## src/rtl/fdma_pkg.sv

```systemverilog
package fdma_pkg;
  typedef enum logic [2:0] {
    ST_OFF,
    ST_WAIT,
    ST_READ,
    ST_WRITE,
    ST_DONE
  } fdma_state_e;

  localparam logic [1:0] SEL_ADDR  = 2'd0;
  localparam logic [1:0] SEL_COUNT = 2'd1;
  localparam logic [1:0] SEL_CTRL  = 2'd2;

  localparam int CTL_TX   = 0;
  localparam int CTL_WORD = 1;
  localparam int CTL_ARM  = 2;
endpackage

```

## src/rtl/fdma_ptr.sv

```systemverilog
module fdma_ptr #(
  parameter int ADDR_W = 24,
  parameter int CNT_W  = 16
) (
  input  logic              clk_i,
  input  logic              rst_ni,
  input  logic              ld_addr_i,
  input  logic              ld_cnt_i,
  input  logic [ADDR_W-1:0] addr_val_i,
  input  logic [CNT_W-1:0]  cnt_val_i,
  input  logic              step_i,
  input  logic              step_byte_i,
  output logic [ADDR_W-1:0] addr_o,
  output logic [CNT_W-1:0]  cnt_o
);
  logic [ADDR_W-1:0] addr_q;
  logic [CNT_W-1:0]  cnt_q;
  logic [ADDR_W-1:0] addr_inc;
  logic [CNT_W-1:0]  cnt_dec;

  assign addr_inc = step_byte_i ? ADDR_W'(1) : ADDR_W'(2);
  assign cnt_dec  = step_byte_i ? CNT_W'(1) : CNT_W'(2);

  always_ff @(posedge clk_i or negedge rst_ni) begin
    if (!rst_ni) begin
      addr_q <= '0;
      cnt_q  <= '0;
    end else begin
      if (ld_addr_i)   addr_q <= addr_val_i;
      else if (step_i) addr_q <= addr_q + addr_inc;
      if (ld_cnt_i)    cnt_q <= cnt_val_i;
      else if (step_i) cnt_q <= cnt_q - cnt_dec;
    end
  end

  assign addr_o = addr_q;
  assign cnt_o  = cnt_q;

  // a step never takes more bytes than remain
  a_r4_no_underflow: assert property (@(posedge clk_i) disable iff (!rst_ni)
    step_i |-> (cnt_q >= cnt_dec));
endmodule

```

## src/rtl/fdma_hold.sv

```systemverilog
module fdma_hold #(
  parameter int DATA_W = 16
) (
  input  logic              clk_i,
  input  logic              rst_ni,
  input  logic              cap_i,
  input  logic [DATA_W-1:0] d_i,
  output logic [DATA_W-1:0] q_o
);
  logic [DATA_W-1:0] q_q;

  always_ff @(posedge clk_i or negedge rst_ni) begin
    if (!rst_ni)    q_q <= '0;
    else if (cap_i) q_q <= d_i;
  end

  assign q_o = q_q;
endmodule

```

## src/rtl/fdma_ctrl.sv

```systemverilog
module fdma_ctrl
  import fdma_pkg::*;
#(
  parameter int CNT_W = 16
) (
  input  logic             clk_i,
  input  logic             rst_ni,
  input  logic             arm_i,
  input  logic             cfg_tx_i,
  input  logic             cfg_word_i,
  input  logic             rx_req_i,
  input  logic             tx_req_i,
  input  logic             gnt_i,
  input  logic             rdy_i,
  input  logic [CNT_W-1:0] cnt_i,
  output logic             rd_o,
  output logic             wr_o,
  output logic             periph_o,
  output logic             byte_o,
  output logic             busy_o,
  output logic             done_o,
  output logic             step_o,
  output logic             step_byte_o,
  output logic             cap_o
);
  fdma_state_e     state_q, state_d;
  logic            tx_q, word_q, byte_q, byte_d;
  logic            req_sel, go, idle_arm;
  logic [CNT_W-1:0] amt, cnt_after;

  assign req_sel   = tx_q ? tx_req_i : rx_req_i;
  assign go        = req_sel & gnt_i;
  assign amt       = byte_q ? CNT_W'(1) : CNT_W'(2);
  assign cnt_after = cnt_i - amt;
  assign idle_arm  = (state_q == ST_OFF) || (state_q == ST_DONE);

  always_comb begin
    state_d = state_q;
    byte_d  = byte_q;
    unique case (state_q)
      ST_OFF, ST_DONE: begin
        if (arm_i) state_d = (cnt_i == '0) ? ST_DONE : ST_WAIT;
      end
      ST_WAIT: begin
        if (go) begin
          state_d = ST_READ;
          byte_d  = !word_q || (cnt_i == CNT_W'(1));
        end
      end
      ST_READ: begin
        if (rdy_i) state_d = ST_WRITE;
      end
      ST_WRITE: begin
        if (rdy_i) begin
          if (cnt_after == '0) begin
            state_d = ST_DONE;
          end else if (go) begin
            state_d = ST_READ;
            byte_d  = !word_q || (cnt_after == CNT_W'(1));
          end else begin
            state_d = ST_WAIT;
          end
        end
      end
      default: state_d = ST_OFF;
    endcase
  end

  always_ff @(posedge clk_i or negedge rst_ni) begin
    if (!rst_ni) begin
      state_q <= ST_OFF;
      tx_q    <= 1'b0;
      word_q  <= 1'b0;
      byte_q  <= 1'b0;
    end else begin
      state_q <= state_d;
      byte_q  <= byte_d;
      if (arm_i && idle_arm) begin
        tx_q   <= cfg_tx_i;
        word_q <= cfg_word_i;
      end
    end
  end

  assign rd_o        = (state_q == ST_READ);
  assign wr_o        = (state_q == ST_WRITE);
  assign periph_o    = (rd_o & ~tx_q) | (wr_o & tx_q);
  assign byte_o      = byte_q & (rd_o | wr_o);
  assign busy_o      = (state_q == ST_WAIT) || rd_o || wr_o;
  assign done_o      = (state_q == ST_DONE);
  assign step_o      = wr_o & rdy_i;
  assign step_byte_o = byte_q;
  assign cap_o       = rd_o & rdy_i;

  // a write only follows a completed read
  a_r1_read_then_write: assert property (@(posedge clk_i) disable iff (!rst_ni)
    $rose(wr_o) |-> $past(rd_o && rdy_i));
  // the two cycles of an item address opposite sides
  a_r2_sides_differ: assert property (@(posedge clk_i) disable iff (!rst_ni)
    (wr_o && $past(rd_o)) |-> (periph_o != $past(periph_o)));
  // item size is the same for read and write
  a_r3_size_stable: assert property (@(posedge clk_i) disable iff (!rst_ni)
    (wr_o && $past(rd_o)) |-> (byte_o == $past(byte_o)));
  // a read starts only with request and grant
  a_r6_start_gated: assert property (@(posedge clk_i) disable iff (!rst_ni)
    $rose(rd_o) |-> $past(req_sel && gnt_i));
  // nothing issued once done
  a_r7_quiet_done: assert property (@(posedge clk_i) disable iff (!rst_ni)
    done_o |-> (!rd_o && !wr_o && !busy_o));
  // strobes held until ready
  a_r9_rd_hold: assert property (@(posedge clk_i) disable iff (!rst_ni)
    (rd_o && !rdy_i) |=> (rd_o && $stable(periph_o) && $stable(byte_o)));
  a_r9_wr_hold: assert property (@(posedge clk_i) disable iff (!rst_ni)
    (wr_o && !rdy_i) |=> (wr_o && $stable(periph_o) && $stable(byte_o)));
endmodule

```

## src/rtl/fdma_engine.sv

```systemverilog
module fdma_engine
  import fdma_pkg::*;
#(
  parameter int ADDR_W = 24,
  parameter int CNT_W  = 16,
  parameter int DATA_W = 16,
  localparam int REG_W = (ADDR_W > CNT_W) ? ADDR_W : CNT_W
) (
  input  logic              clk_i,
  input  logic              rst_ni,
  input  logic              reg_we_i,
  input  logic [1:0]        reg_sel_i,
  input  logic [REG_W-1:0]  reg_wdata_i,
  input  logic              rx_req_i,
  input  logic              tx_req_i,
  input  logic              bus_gnt_i,
  input  logic              bus_rdy_i,
  input  logic [DATA_W-1:0] bus_rdata_i,
  output logic [ADDR_W-1:0] bus_addr_o,
  output logic [DATA_W-1:0] bus_wdata_o,
  output logic              bus_rd_o,
  output logic              bus_wr_o,
  output logic              bus_byte_o,
  output logic              bus_periph_o,
  output logic              busy_o,
  output logic              done_o
);
  logic             ld_addr, ld_cnt, arm;
  logic             step, step_byte, cap;
  logic [CNT_W-1:0] cnt;

  assign ld_addr = reg_we_i && (reg_sel_i == SEL_ADDR)  && !busy_o;
  assign ld_cnt  = reg_we_i && (reg_sel_i == SEL_COUNT) && !busy_o;
  assign arm     = reg_we_i && (reg_sel_i == SEL_CTRL)  && reg_wdata_i[CTL_ARM];

  fdma_ptr #(.ADDR_W(ADDR_W), .CNT_W(CNT_W)) u_ptr (
    .clk_i       (clk_i),
    .rst_ni      (rst_ni),
    .ld_addr_i   (ld_addr),
    .ld_cnt_i    (ld_cnt),
    .addr_val_i  (reg_wdata_i[ADDR_W-1:0]),
    .cnt_val_i   (reg_wdata_i[CNT_W-1:0]),
    .step_i      (step),
    .step_byte_i (step_byte),
    .addr_o      (bus_addr_o),
    .cnt_o       (cnt)
  );

  fdma_hold #(.DATA_W(DATA_W)) u_hold (
    .clk_i  (clk_i),
    .rst_ni (rst_ni),
    .cap_i  (cap),
    .d_i    (bus_rdata_i),
    .q_o    (bus_wdata_o)
  );

  fdma_ctrl #(.CNT_W(CNT_W)) u_ctrl (
    .clk_i       (clk_i),
    .rst_ni      (rst_ni),
    .arm_i       (arm),
    .cfg_tx_i    (reg_wdata_i[CTL_TX]),
    .cfg_word_i  (reg_wdata_i[CTL_WORD]),
    .rx_req_i    (rx_req_i),
    .tx_req_i    (tx_req_i),
    .gnt_i       (bus_gnt_i),
    .rdy_i       (bus_rdy_i),
    .cnt_i       (cnt),
    .rd_o        (bus_rd_o),
    .wr_o        (bus_wr_o),
    .periph_o    (bus_periph_o),
    .byte_o      (bus_byte_o),
    .busy_o      (busy_o),
    .done_o      (done_o),
    .step_o      (step),
    .step_byte_o (step_byte),
    .cap_o       (cap)
  );

  // write drives the value captured by the preceding read
  a_r1_write_data: assert property (@(posedge clk_i) disable iff (!rst_ni)
    (bus_wr_o && $past(bus_rd_o && bus_rdy_i)) |-> (bus_wdata_o == $past(bus_rdata_i)));
  // address stable during an unfinished cycle
  a_r9_addr_hold: assert property (@(posedge clk_i) disable iff (!rst_ni)
    ((bus_rd_o || bus_wr_o) && !bus_rdy_i) |=> $stable(bus_addr_o));
endmodule

```

## config.mk

```make
export PLATFORM = sky130hd
export DESIGN_NAME = fdma_engine
export DESIGN_NICKNAME = d
export VERILOG_FILES = /design/src/rtl/fdma_pkg.sv /design/src/rtl/fdma_ptr.sv /design/src/rtl/fdma_hold.sv /design/src/rtl/fdma_ctrl.sv /design/src/rtl/fdma_engine.sv
export SDC_FILE = /design/constraint.sdc
export NUM_CORES = 1
export LEC_CHECK = 0
export ABC_AREA = 1
export BUFFER_PORTS_ARGS = -buffer_cell sky130_fd_sc_hd__buf_2
export CAP_MARGIN = 20
export CELL_PAD_IN_SITES_DETAIL_PLACEMENT = 1
export CELL_PAD_IN_SITES_GLOBAL_PLACEMENT = 1
export CORE_ASPECT_RATIO = 1.5
export CORE_MARGIN = 10
export CORE_UTILIZATION = 30
export DETAILED_ROUTE_END_ITERATION = 10
export PLACE_DENSITY_LB_ADDON = 0.1
export SYNTH_ARGS = -nofsm -noshare
export SYNTH_HDL_FRONTEND = slang
export SYNTH_SLANG_ARGS = --single-unit
export TNS_END_PERCENT = 50
```

## constraint.sdc

```tcl
create_clock -name clk_i -period 5.8 [get_ports clk_i]
set_input_delay 1.16 -clock clk_i [delete_from_list [all_inputs] [get_ports clk_i]]
set_output_delay 1.16 -clock clk_i [all_outputs]
set_load 0.05 [all_outputs]
```

Word level (Yosys, flattened, before mapping)
Cells that the tools add are included.
- logic and storage cells: 76
- output and inout bits: 46
- register bits: 62
- input bits: 49
- eq/ne operators: 14
- reductions and logical operators: 24
- bitwise logic cells: 9
- multiplexer cells: 20
- add/subtract/negate cells: 2
- operator list (operator ; count):
    2-to-1 mux 24 bit ; 2
    == test 16 x 1 -> 1 bit, second input constant ; 2
    zero test 16 bit ; 2
    2-to-1 mux 16 bit ; 2
    adder 24 bit ; 1
    2-to-1 mux 3 bit ; 6
    subtractor 16 bit ; 1
    one-hot mux 3 bit (4 select lines) ; 1
    inequality test 2 bit, second input constant ; 4
    logical AND 1 bit ; 7
    bitwise AND 1 bit ; 6
    == test 3 x 2 -> 1 bit, second input constant ; 2
    2-to-1 mux 2 bit ; 3
    nonzero test 2 bit ; 3
    logical OR 1 bit ; 5
    2-to-1 mux 1 bit ; 5
    AND reduction 5 bit ; 1
    inequality test 2 x 1 -> 1 bit, second input constant ; 2
    AND reduction 4 bit ; 1
    == test 3 x 1 -> 1 bit, second input constant ; 1
    == test 3 bit, second input constant ; 1
    zero test 3 bit ; 1
    == test 2 x 1 -> 1 bit, second input constant ; 1
    == test 2 bit, second input constant ; 1
    other kinds (6) ; 8

Logic depth before layout (Yosys ltp)
Gate-level depths: netlist (run 1).
- depth in word-level cells: 8
- mapped depth: 17
- mapped depth without buffers: 17

Hierarchy
Synthesis (run 1) repeated with hierarchy kept, for this count alone.
- cell total of the unflattened synthesis: 625
- area, all modules: 4342.9 um2
- by module, submodules not included (module ; area an instance (um2) ; sequential area each (um2) ; instances ; cells an instance):
    fdma_ptr ; 2680.1 ; 1001.0 ; 1 ; 363
    fdma_ctrl ; 970.9 ; 150.1 ; 1 ; 184
    fdma_hold ; 644.4 ; 400.4 ; 1 ; 68
    fdma_engine ; 47.5 ; 0.0 ; 1 ; 10

Worst setup path after synthesis (run 1)
No wires, ideal clock.
- path type: reg2out
- from: reg u_ctrl.state_q[0]
- to: out bus_periph_o
- required time: 4.640 ns
- arrival time: 2.127 ns
- path buffers: 0
- stages on the path, launching flop included: 5
- path slack: 2.513 ns
- cell sequence: dfrtp_1 > nand2_2 > nor2_4 > inv_2 > o21ai_0
- cells in the longest elaborated chain, start to end: 3
- elaborated cells between the ends (all ways): 5
- classes of those cells: 2 x eq/ne; 3 x bitwise
- RTL lines (what ; line ; text):
    from (decl) ; fdma_ctrl.sv:26 ; fdma_state_e state_q, state_d;
    from (signal assigned) ; fdma_ctrl.sv:76 ; state_q <= state_d;
    == test 3 x 2 -> 1 bit ; fdma_ctrl.sv:86 ; assign wr_o = (state_q == ST_WRITE);
    net bus_wr_o ; fdma_engine.sv:22 ; output logic bus_wr_o,
    bitwise AND 1 bit ; fdma_ctrl.sv:87 ; assign periph_o = (rd_o & ~tx_q) | (wr_o & tx_q);
    bitwise OR 1 bit ; fdma_ctrl.sv:87 ;
    to (decl) ; fdma_engine.sv:24 ; output logic bus_periph_o,
The timed path passes the listed nets, and every way through them passes these cells.

Worst setup path in the final report (run 1)
- from: reg u_ctrl.state_q[0]
- to: out bus_periph_o
- cells in the longest elaborated chain, start to end: 3
- elaborated cells between the ends (all ways): 5
- classes of those cells: 2 x eq/ne; 3 x bitwise
- RTL lines (what ; line):
    == test 3 x 2 -> 1 bit (on tied branches) ; fdma_ctrl.sv:85, fdma_ctrl.sv:86
    bitwise AND 1 bit ; fdma_ctrl.sv:87
    bitwise OR 1 bit (*) ; fdma_ctrl.sv:87
Every way passes the cells marked *; elsewhere a longest branch is shown, timed or not.

==> flow_metrics.tcl, run 1 <==
set metrics [dict create \
    min_period_over_period 0.4903 \
    max_freq_mhz 351.7 \
    place.gp.congestion 0.8296 \
    grt_pass1_wl_um 22960 \
    final_layout_size_suffix_gt1_frac 0.2457 \
    antenna_left 0 \
    gr-total-overflow 0 \
    r2r-end "u_ctrl.step_byte_o" \
    via_per_inst 4.880 \
    fillers 1694 \
    synth.most_common_cell "nand2_1" \
    grt_pass1_vias 4376 \
    synth_nets 592 \
    yosysUniqueCellTypes 35 \
    clk_latency_ns 0.33 \
    cts.sinks 62 \
    start_util 0.3027 \
    area_growth_syn_to_layout_pct 23.50 \
    async_flop_share 1.000 \
    clkPwrFrac 0.185 \
    route.detailed.drc 0 \
    htreeDepth 3 \
    drt_first_pass_iters 4 \
    die_w_um 114.9 \
    die_area_um2 18670 \
    clock_path_buffers 2 \
    synth_area_leader_cell "dfrtp_1" \
    synthCells 537 \
    rr_worst_depth 15 \
    antenna_found_initial 1 \
    whs_path_depth 1 \
    cts_resized 0 \
    portBuffers 94 \
    internal_power_mw 1.531 \
    fin_ws_ns 2.956 \
    fin_crit_ns 2.844 \
    worst_pin_slew_ns 0.8535 \
    hold_end "u_hold.q_o[7]" \
    hp-class "flip-flop to flip-flop" \
    ioPinCount 95 \
    ir_drop_uv 236.0 \
    power.switching_mw 1.747 \
    wl_per_cell_um 17.55 \
    die_h_um 162.4 \
    postRouteWirelength_um 14080 \
    fin_hold_ws_ns 0.4988 \
    hold_viol 0 \
    status "finished clean" \
    via_count 3914 \
    setup_viol 0 \
    synth_common_cells "nand2_1, inv_1, dfrtp_1" \
    synth_enable_flop_cells 0 \
    core_um2 13400 \
    ys_ff_latch 62 \
    floorplan.rows 52 \
    yosysWarnings 0 \
    synth_ff_type "dfrtp_1" \
    finalSetupTns_ns 0 \
    max_slew_margin 0.4267 \
    switching_share 0.5329 \
    skew_ns 0.009326 \
    cp.arrival_ns 1.68 \
    seqPwrFrac 0.263 \
    reg2reg_setup_slack_ns 3.06 \
    numCtsBuffers 9 \
    tritoncts "yes" \
    startpoint_type "flip-flop" \
    rsz0062_at_grt "no" \
    avgSynthCellArea_um2 7.554 \
    post_cts_buffers 0 \
    cts.clk_slew.worst_paths_ns 0.06 \
    hpwlAfterDp_um 11230 \
    combPwrFrac 0.552 \
    synth.area.top_cells "dfrtp_1, nand2_1, inv_1" \
    drtIter0Drc 88 \
    maxSlewViolCount 0 \
    leakagePower_nw 2.553 \
    grt_max_degree 63 \
    crit_type "flip-flop to primary output" \
    critPathRequiredTime_ns 4.64 \
    gr-usage-all-layers 0.1535 \
    hold_buffers 0 \
    postLayoutCoreUtil 0.3738 \
    maxCapViolations 0 \
    netlist_area_um2 4056 \
    holdCritStartpoint "u_hold.q_o[7]" \
    pre_cts_ws_ns 2.704 \
    power_density_nw_per_um2 654.2 \
    synth_top_area_frac 0.3825 \
    cts_root_buffer "clkbuf_16" \
    end_kind "primary output" \
    path_max_fanout 6 \
    layout.nets 689 \
    synth-seq-area-share 0.3825 \
    rr_startpoint "u_ctrl.step_byte_o" \
]
[cells in the final DEF (no fill, tap or decap), types with 2 or more instances in the layout]
cell,n
inv_6,3
nor3_1,9
nand3_2,2
bufinv_16,2
ha_1,4
nor2_4,5
dfrtp_1,62
xnor2_1,3
buf_2,94
nor2_1,55
mux2_2,17
nor4_1,3
xor2_1,14
nor4_4,3
inv_1,70
o211ai_1,16
fa_1,2
o221ai_1,15
a21oi_1,2
inv_2,7
clkbuf_16,9
nor2_2,5
nand4_1,7
o21bai_1,2
nand3_1,31
nand2_1,167
nand2_2,4
o21ai_0,15
[registers in the layout, indices dropped and copies added, names as in the netlist]
signal,cells
u_ctrl.tx_q,1
u_ctrl.state_q,3
u_ptr.addr_o,24
u_ctrl.word_q,1
u_ptr.cnt_o,16
u_hold.q_o,16
u_ctrl.step_byte_o,1
[power by group through the flow]
stage | Clock [mW] | Combinational [mW] | Sequential [mW]
finish | 0.608 | 1.81 | 0.861
global route | 0.639 | 2.00 | 0.902
CTS | 0.621 | 1.84 | 0.865
detailed placement | 0 | 1.84 | 0.868
global placement | 0 | 1.80 | 0.860
floorplan | 0 | 0.928 | 1.28
[metal layers]
metal  routed length (µm)  global-route usage  part of all wire
met1                 5572              0.1696              0.40
met2                 7889              0.2826              0.56
met3                  425             0.02876             0.030
met4                  189             0.05135             0.013
met5                    0                   0                 0
[stage by stage]
stage	cells	area, µm²	power [mW]
final	802	5010	3.277
after global routing	802	5010	3.540
after CTS	801	5007	3.330
after detailed placement	785	4677	2.707
after global placement	785	4677	2.658
after floorplan	537	4056	2.204
[worst max-delay path: stages, from the launching register on]
cell     delay, ns
dfrtp_1       0.52
nand2_2       0.12
nor2_4        0.15
inv_2         0.11
o21ai_0       0.15
buf_2         0.29
[cells by family after synthesis]
logic type	share of synthesized area
AOI/OAI and AO/OA	0.09161
xor gates and xnor gates	0.03671
adders and majority gates	0.02221
buffers and inverters	0.08606
DFF	0.3825
muxes	0.04719
and+or+nand+nor	0.3337
[worst max-delay path by stage]
stage	startpoint	endpoint	slack, ns	depth (start not counted)
global route	u_ctrl.step_byte_o	u_ctrl.step_byte_o	2.76	15
detailed placement	reg_sel_i[1]	u_ptr.addr_o[16]	2.70	6
global placement	reg_sel_i[1]	u_ptr.addr_o[16]	2.70	6
CTS	u_ctrl.state_q[0]	bus_periph_o	2.89	5
finish	u_ctrl.state_q[0]	bus_periph_o	2.96	5
floorplan	u_ctrl.state_q[0]	bus_periph_o	2.51	4
[area by class of cell]
class	instances	area, µm²	share of cell area
inverter	77	289.0	0.05769
timing repair buffer	95	478.0	0.09540
tap	162	202.7	0.04046
multi-input combinational	389	2156	0.4303
clock buffer	10	239.0	0.04770
antenna	1	2.502	0.0004995
clock inverter	6	91.34	0.01823
sequential	62	1551	0.3097
No activity file was read; power rests on OpenSTA's default activity.
==> inputs of run 2 (changes only) <==
==> constraint.sdc (replaced) <==
create_clock -name clk_i -period 2.5 [get_ports clk_i]
set_input_delay 0.5 -clock clk_i [delete_from_list [all_inputs] [get_ports clk_i]]
set_output_delay 0.5 -clock clk_i [all_outputs]
set_load 0.05 [all_outputs]
==> run 2 against run 1 <==
Largest power group unchanged; cell area up 1.3%; die area unchanged; setup slack worse by 2.7 ns; wire length up 2.4%; non-clock buffer count up 10; count of clock-buffer cells in the layout down 1; critical path depth up 11; combinational power up 140%; clock power up 99%.
==> flow_metrics.tcl, run 2 (same netlist as run 1, synthesis figures left out) <==
set metrics [dict create \
    min_period_over_period 0.9171 \
    grt_max_degree 32 \
    final_cell_mix "nand2_1, buf_2, inv_1, dfrtp_1, nor2_1" \
    via_per_inst 4.868 \
    clk_latency_ns 0.34 \
    gr-total-overflow 0 \
    maxSlewViolCount 0 \
    cp.arrival_ns 2.52 \
    postRouteWirelength_um 14420 \
    core_um2 13400 \
    wl_met2_um 8245 \
    die_w_um 114.9 \
    pre_cts_ws_ns -0.004072 \
    fin_crit_ns 2.293 \
    combPwrFrac 0.579 \
    hold_viol 0 \
    cts_root_buffer "clkbuf_16" \
    layout.nets 699 \
    seqPwrFrac 0.261 \
    ir_drop_uv 684.8 \
    ioPinCount 95 \
    place.gp.congestion 0.7919 \
    start_util 0.3027 \
    power.switching_mw 4.176 \
    portBuffers 94 \
    drtIter0Drc 108 \
    final_layout_size_suffix_gt1_frac 0.2789 \
    antenna_found_initial 0 \
    n_antenna_cell 0 \
    largest_reg_flops 24 \
    worst_pin_slew_ns 0.7069 \
    rsz0062_at_grt "no" \
    die_area_um2 18670 \
    setup_viol 0 \
    die_h_um 162.4 \
    max_freq_mhz 436.2 \
    tritoncts "yes" \
    floorplan.rows 52 \
    via_count 3948 \
    htreeDepth 3 \
    max_slew_margin 0.5287 \
    cts.clk_slew.worst_paths_ns 0.06 \
    skew_ns 0.01084 \
    internal_power_mw 3.404 \
    grt_pass1_vias 4437 \
    status "finished clean" \
    design_area_um2 5077 \
    cts.sinks 62 \
    hold_buffers 0 \
    clock_path_buffers 2 \
    power_density_nw_per_um2 1493 \
    hp-class "primary input to async pin" \
    wl_per_cell_um 17.77 \
    fin_ws_ns 0.2073 \
    top_layer "met4" \
    leakagePower_nw 2.579 \
    startpoint_type "flip-flop" \
    hpwlAfterDp_um 11720 \
    maxCapViolations 0 \
    antenna_left 0 \
    met1_length_um 5525 \
    crit_type "flip-flop to flip-flop" \
    power_mw 7.580 \
    clkPwrFrac 0.160 \
    route.detailed.drc 0 \
    end_kind "flip-flop" \
    grt_pass1_wl_um 23050 \
    switching_share 0.5510 \
    gr-usage-all-layers 0.1554 \
    mostFrequentLayoutCell "nand2_1" \
    critPathRequiredTime_ns 2.72 \
    wl_met3_um 400 \
    numCtsBuffers 9 \
    place_area_um2 4745 \
    area_growth_syn_to_layout_pct 25.17 \
    drt_first_pass_iters 4 \
    path_max_fanout 5 \
    dp.cells 794 \
    final_cell_count_no_fill 811 \
]
-- run 2: cell count changes in the layout (fill, tap and decap cells not counted), sizes merged --
cell | before | now
buf | 95 | 105
bufinv | 2 | 0
clkbuf | 10 | 9
clkinv | 1 | 2
clkinvlp | 0 | 1
diode | 1 | 0
inv | 80 | 81
-- run 2: metal layers --
layer | vias up | track usage
met2 | 67 | 0.2947
met3 | 16 | 0.03024
met4 | 0 | 0.04797
met5 | - | 0
li1 | 1947 | -
met1 | 1918 | 0.1652
-- run 2: worst paths after layout --
check                                start                  to  slack, ns  depth (start not counted)
min                                 rst_ni      u_hold.q_o[12]       0.22                          1
min reg2reg                 u_hold.q_o[12]      u_hold.q_o[12]       0.50                          1
max in group asynchronous           rst_ni      u_ptr.cnt_o[7]       1.55                          2
min in group clk_i         reg_wdata_i[18]    u_ptr.addr_o[18]       0.38                          3
max                         u_ptr.cnt_o[0]  u_ctrl.step_byte_o       0.21                         16
max reg2reg                 u_ptr.cnt_o[0]  u_ctrl.step_byte_o       0.21                         16
-- run 2: timing repair --
item	CTS	global route
gates resized for setup	3	13
setup buffers	0	1
pin swaps	1	3
endpoints found under the setup margin	2	4
cloned	0	0
-- run 2: cell type report --
type | count | area, µm²
multi-input combinational | 389 | 2201
tap | 162 | 202.7
sequential | 62 | 1551
clock buffer | 9 | 225.2
timing repair buffer | 105 | 553.0
fill | 1688 | 8325
clock inverter | 7 | 55.05
inverter | 77 | 289.0
-- run 2: power groups by stage --
stage          sequential [mW]  clock, mW  combinational, mW
2_1_floorplan             2.96          0               2.16
3_3_place_gp              1.98          0               4.30
3_5_place_dp              2.00          0               4.35
4_1_cts                   1.99       1.25               4.38
5_1_grt                   2.07       1.30               4.82
6_report                  1.98       1.21               4.39
-- run 2: metrics by stage --
stage	hold slack, ns	setup TNS, ns	utilization
after detailed placement	0.4912	-0.004072	0.3540
final	0.2153	0	0.3788
after global routing	0.2539	0	0.3788
after CTS	0.2284	0	0.3755
after global placement	0.4829	0	0.3540
after floorplan	0.2044	0	-
-- run 2: critical path, stage by stage, from the launching register on --
cell,delay [ns]
dfrtp_1,0.37
inv_1,0.07
ha_1,0.14
inv_1,0.06
fa_2,0.36
inv_2,0.09
nand3_4,0.10
nor2_4,0.19
nand2_2,0.08
nand2_1,0.06
nand2_1,0.05
nor2_1,0.14
nand2_1,0.10
nor2_2,0.13
nand3_2,0.09
nand3_1,0.10
nand2_1,0.05
==> inputs of run 3 (changes only) <==
--- a/config.mk
+++ b/config.mk
@@ -14,6 +14,8 @@
 export CORE_MARGIN = 10
 export CORE_UTILIZATION = 30
 export DETAILED_ROUTE_END_ITERATION = 10
+export GPL_TIMING_DRIVEN = 0
+export HOLD_SLACK_MARGIN = 0.06
 export PLACE_DENSITY_LB_ADDON = 0.1
 export SYNTH_ARGS = -nofsm -noshare
 export SYNTH_HDL_FRONTEND = slang
==> run 3 against run 2 <==
Fmax fell by 6.0%; die area unchanged; combinational power is 3% higher; sequential power about the same; critical endpoint unchanged; setup slack lost 0.15 ns; final cell count up 0.99%; clock skew down 0.0043 ns; flip-flop and latch count did not move; hold slack improved by 0.049 ns; critical path type unchanged; total power is 2.9% higher.
==> flow_metrics.tcl, run 3 (same netlist as run 1, synthesis figures left out) <==
set metrics [dict create \
    cp_top_family "simple AND/OR/NAND/NOR gates" \
    drtIter0Drc 112 \
    max_slew_margin 0.4276 \
    use_met3 0.03171 \
    cts.clk_slew.worst_paths_ns 0.06 \
    path_buf_inv 3 \
    crit_cells 17 \
    maxSlewViolCount 0 \
    antenna_found_initial 0 \
    die_h_um 162.4 \
    via_per_inst 4.917 \
    end_kind "flip-flop" \
    max_freq_mhz 409.8 \
    hold_viol 0 \
    critical-path-max-stage-delay_ns 0.42 \
    status "finished clean" \
    n_antenna_cell 0 \
    path_max_fanout 4 \
    power_mw 7.800 \
    skew_ns 0.006545 \
    clk_latency_ns 0.33 \
    cts_root_buffer "clkbuf_16" \
    cts.sinks 62 \
    grt_use_met2 0.2908 \
    die_w_um 114.9 \
    final_cell_mix "nand2_1, buf_2, inv_1, dfrtp_1, nor2_1" \
    gr-usage-all-layers 0.1573 \
    grt_pass1_vias 4448 \
    top_usage_layer "met2" \
    postRouteWirelength_um 14390 \
    mostFrequentLayoutCell "nand2_1" \
    via_count 4027 \
    core_um2 13400 \
    cp.arrival_ns 2.71 \
    dp.cells 793 \
    antenna_left 0 \
    hp-class "primary input to async pin" \
    htreeDepth 3 \
    crit_type "flip-flop to flip-flop" \
    place.gp.congestion 0.8277 \
    min_period_over_period 0.9761 \
    fin_crit_ns 2.440 \
    met1_usage 0.1700 \
    die_area_um2 18670 \
    rsz0062_at_grt "yes" \
    grt_pass1_wl_um 23250 \
    drt_first_pass_iters 4 \
    wl_per_cell_um 17.57 \
    clock_path_buffers 2 \
    hold_buffers 0 \
    final_cell_count_no_fill 819 \
    start_util 0.3027 \
    worst_pin_slew_ns 0.8586 \
    route.detailed.drc 0 \
    gr-total-overflow 0 \
    ir_drop_uv 582.1 \
    area_growth_syn_to_layout_pct 28.25 \
    setup_viol 0 \
    place_area_um2 4732 \
    crit_top_cell "nand2_1" \
    startpoint_type "flip-flop" \
    largest_reg_flops 24 \
    grt_max_degree 63 \
    power_density_nw_per_um2 1499 \
    path_cells "inv_2 -> ha_4 -> inv_2 -> fa_2 -> inv_2 -> nand3_4 -> nor2_4 -> nand2_2 -> nand2_1 -> nand2_1 -> nor2_1 -> nand3_1 -> nor2_2 -> nand3_2 -> nand2_1 -> nand2_1 -> nand2_1" \
    floorplan.rows 52 \
    leakagePower_nw 2.622 \
    rr_worst_depth 17 \
    design_area_um2 5202 \
    ioPinCount 95 \
    tritoncts "yes" \
    maxCapViolations 0 \
    critical-path-slowest-cell "fa_2" \
    final_layout_size_suffix_gt1_frac 0.3044 \
    critPathRequiredTime_ns 2.77 \
    numCtsBuffers 9 \
    hpwlAfterDp_um 11620 \
    portBuffers 94 \
    layout.nets 707 \
]
-- run 3: changes by cell type in the layout (fill, tap and decap cells not counted), sizes merged --
cell / delta
buf: +8
bufinv: +1
clkinv: +2
inv: -3
-- run 3: worst paths after layout --
| check | startpoint | to | slack, ns |
|---|---|---|---|
| max | u_ptr.cnt_o[0] | u_ctrl.step_byte_o | 0.06 |
| min | rst_ni | u_hold.q_o[12] | 0.26 |
| max reg2reg | u_ptr.cnt_o[0] | u_ctrl.step_byte_o | 0.06 |
| min reg2reg | u_hold.q_o[15] | u_hold.q_o[15] | 0.50 |
| max in group asynchronous | rst_ni | u_ctrl.step_byte_o | 1.62 |
| min in group clk_i | reg_wdata_i[18] | u_ptr.addr_o[18] | 0.38 |
-- run 3: worst reg2reg max path: stages (launching register included) --
cell and delay, ns:
dfrtp_1 0.41, inv_2 0.09, ha_4 0.12, inv_2 0.04, fa_2 0.42, inv_2 0.10, nand3_4 0.12, nor2_4 0.17
nand2_2 0.07, nand2_1 0.07, nand2_1 0.06, nor2_1 0.12, nand3_1 0.10, nor2_2 0.18, nand3_2 0.12, nand2_1 0.09
nand2_1 0.05, nand2_1 0.06
-- run 3: layout make-up --
type / instances / area, µm²
fill: 1730 / 8200
multi-input combinational: 389 / 2251
sequential: 62 / 1553
timing repair buffer: 104 / 548.0
inverter: 77 / 289.0
clock buffer: 9 / 225.2
tap: 162 / 202.7
clock inverter: 7 / 73.82
buffer: 9 / 60.06
-- run 3: per-layer routing --
metal  up-vias  part of all wire
met5         -                 0
met1      1978              0.38
met4         0             0.024
met3        19             0.028
met2        68              0.56
li1       1962                 -
-- run 3: metrics by stage --
stage	hold WS, ns	TNS (ns)	util	setup WS, ns
6_report	0.2640	0	0.3882	0.05984
5_1_grt	0.3252	-0.1348	0.3882	-0.06898
4_1_cts	0.3044	0	0.3775	0.05067
3_5_place_dp	0.4878	-0.7259	0.3531	-0.2161
3_3_place_gp	0.4827	-0.5263	0.3529	-0.1540
2_1_floorplan	0.2044	0	-	0.2544
-- run 3: power breakdown --
part           switching (mW)  internal (mW)  total [mW]
logic                    3.18           1.35        4.53
clock network           0.496          0.775        1.27
registers               0.528           1.47        2.00
total                    4.21           3.59        7.80
-- run 3: repair_timing --
item                                    4_1_cts  5_1_grt
buffers inserted                              0       10
gates resized for setup                       9       22
endpoints found under the setup margin        4        4
hold endpoints to repair                      0        0
pin swaps                                     1       14
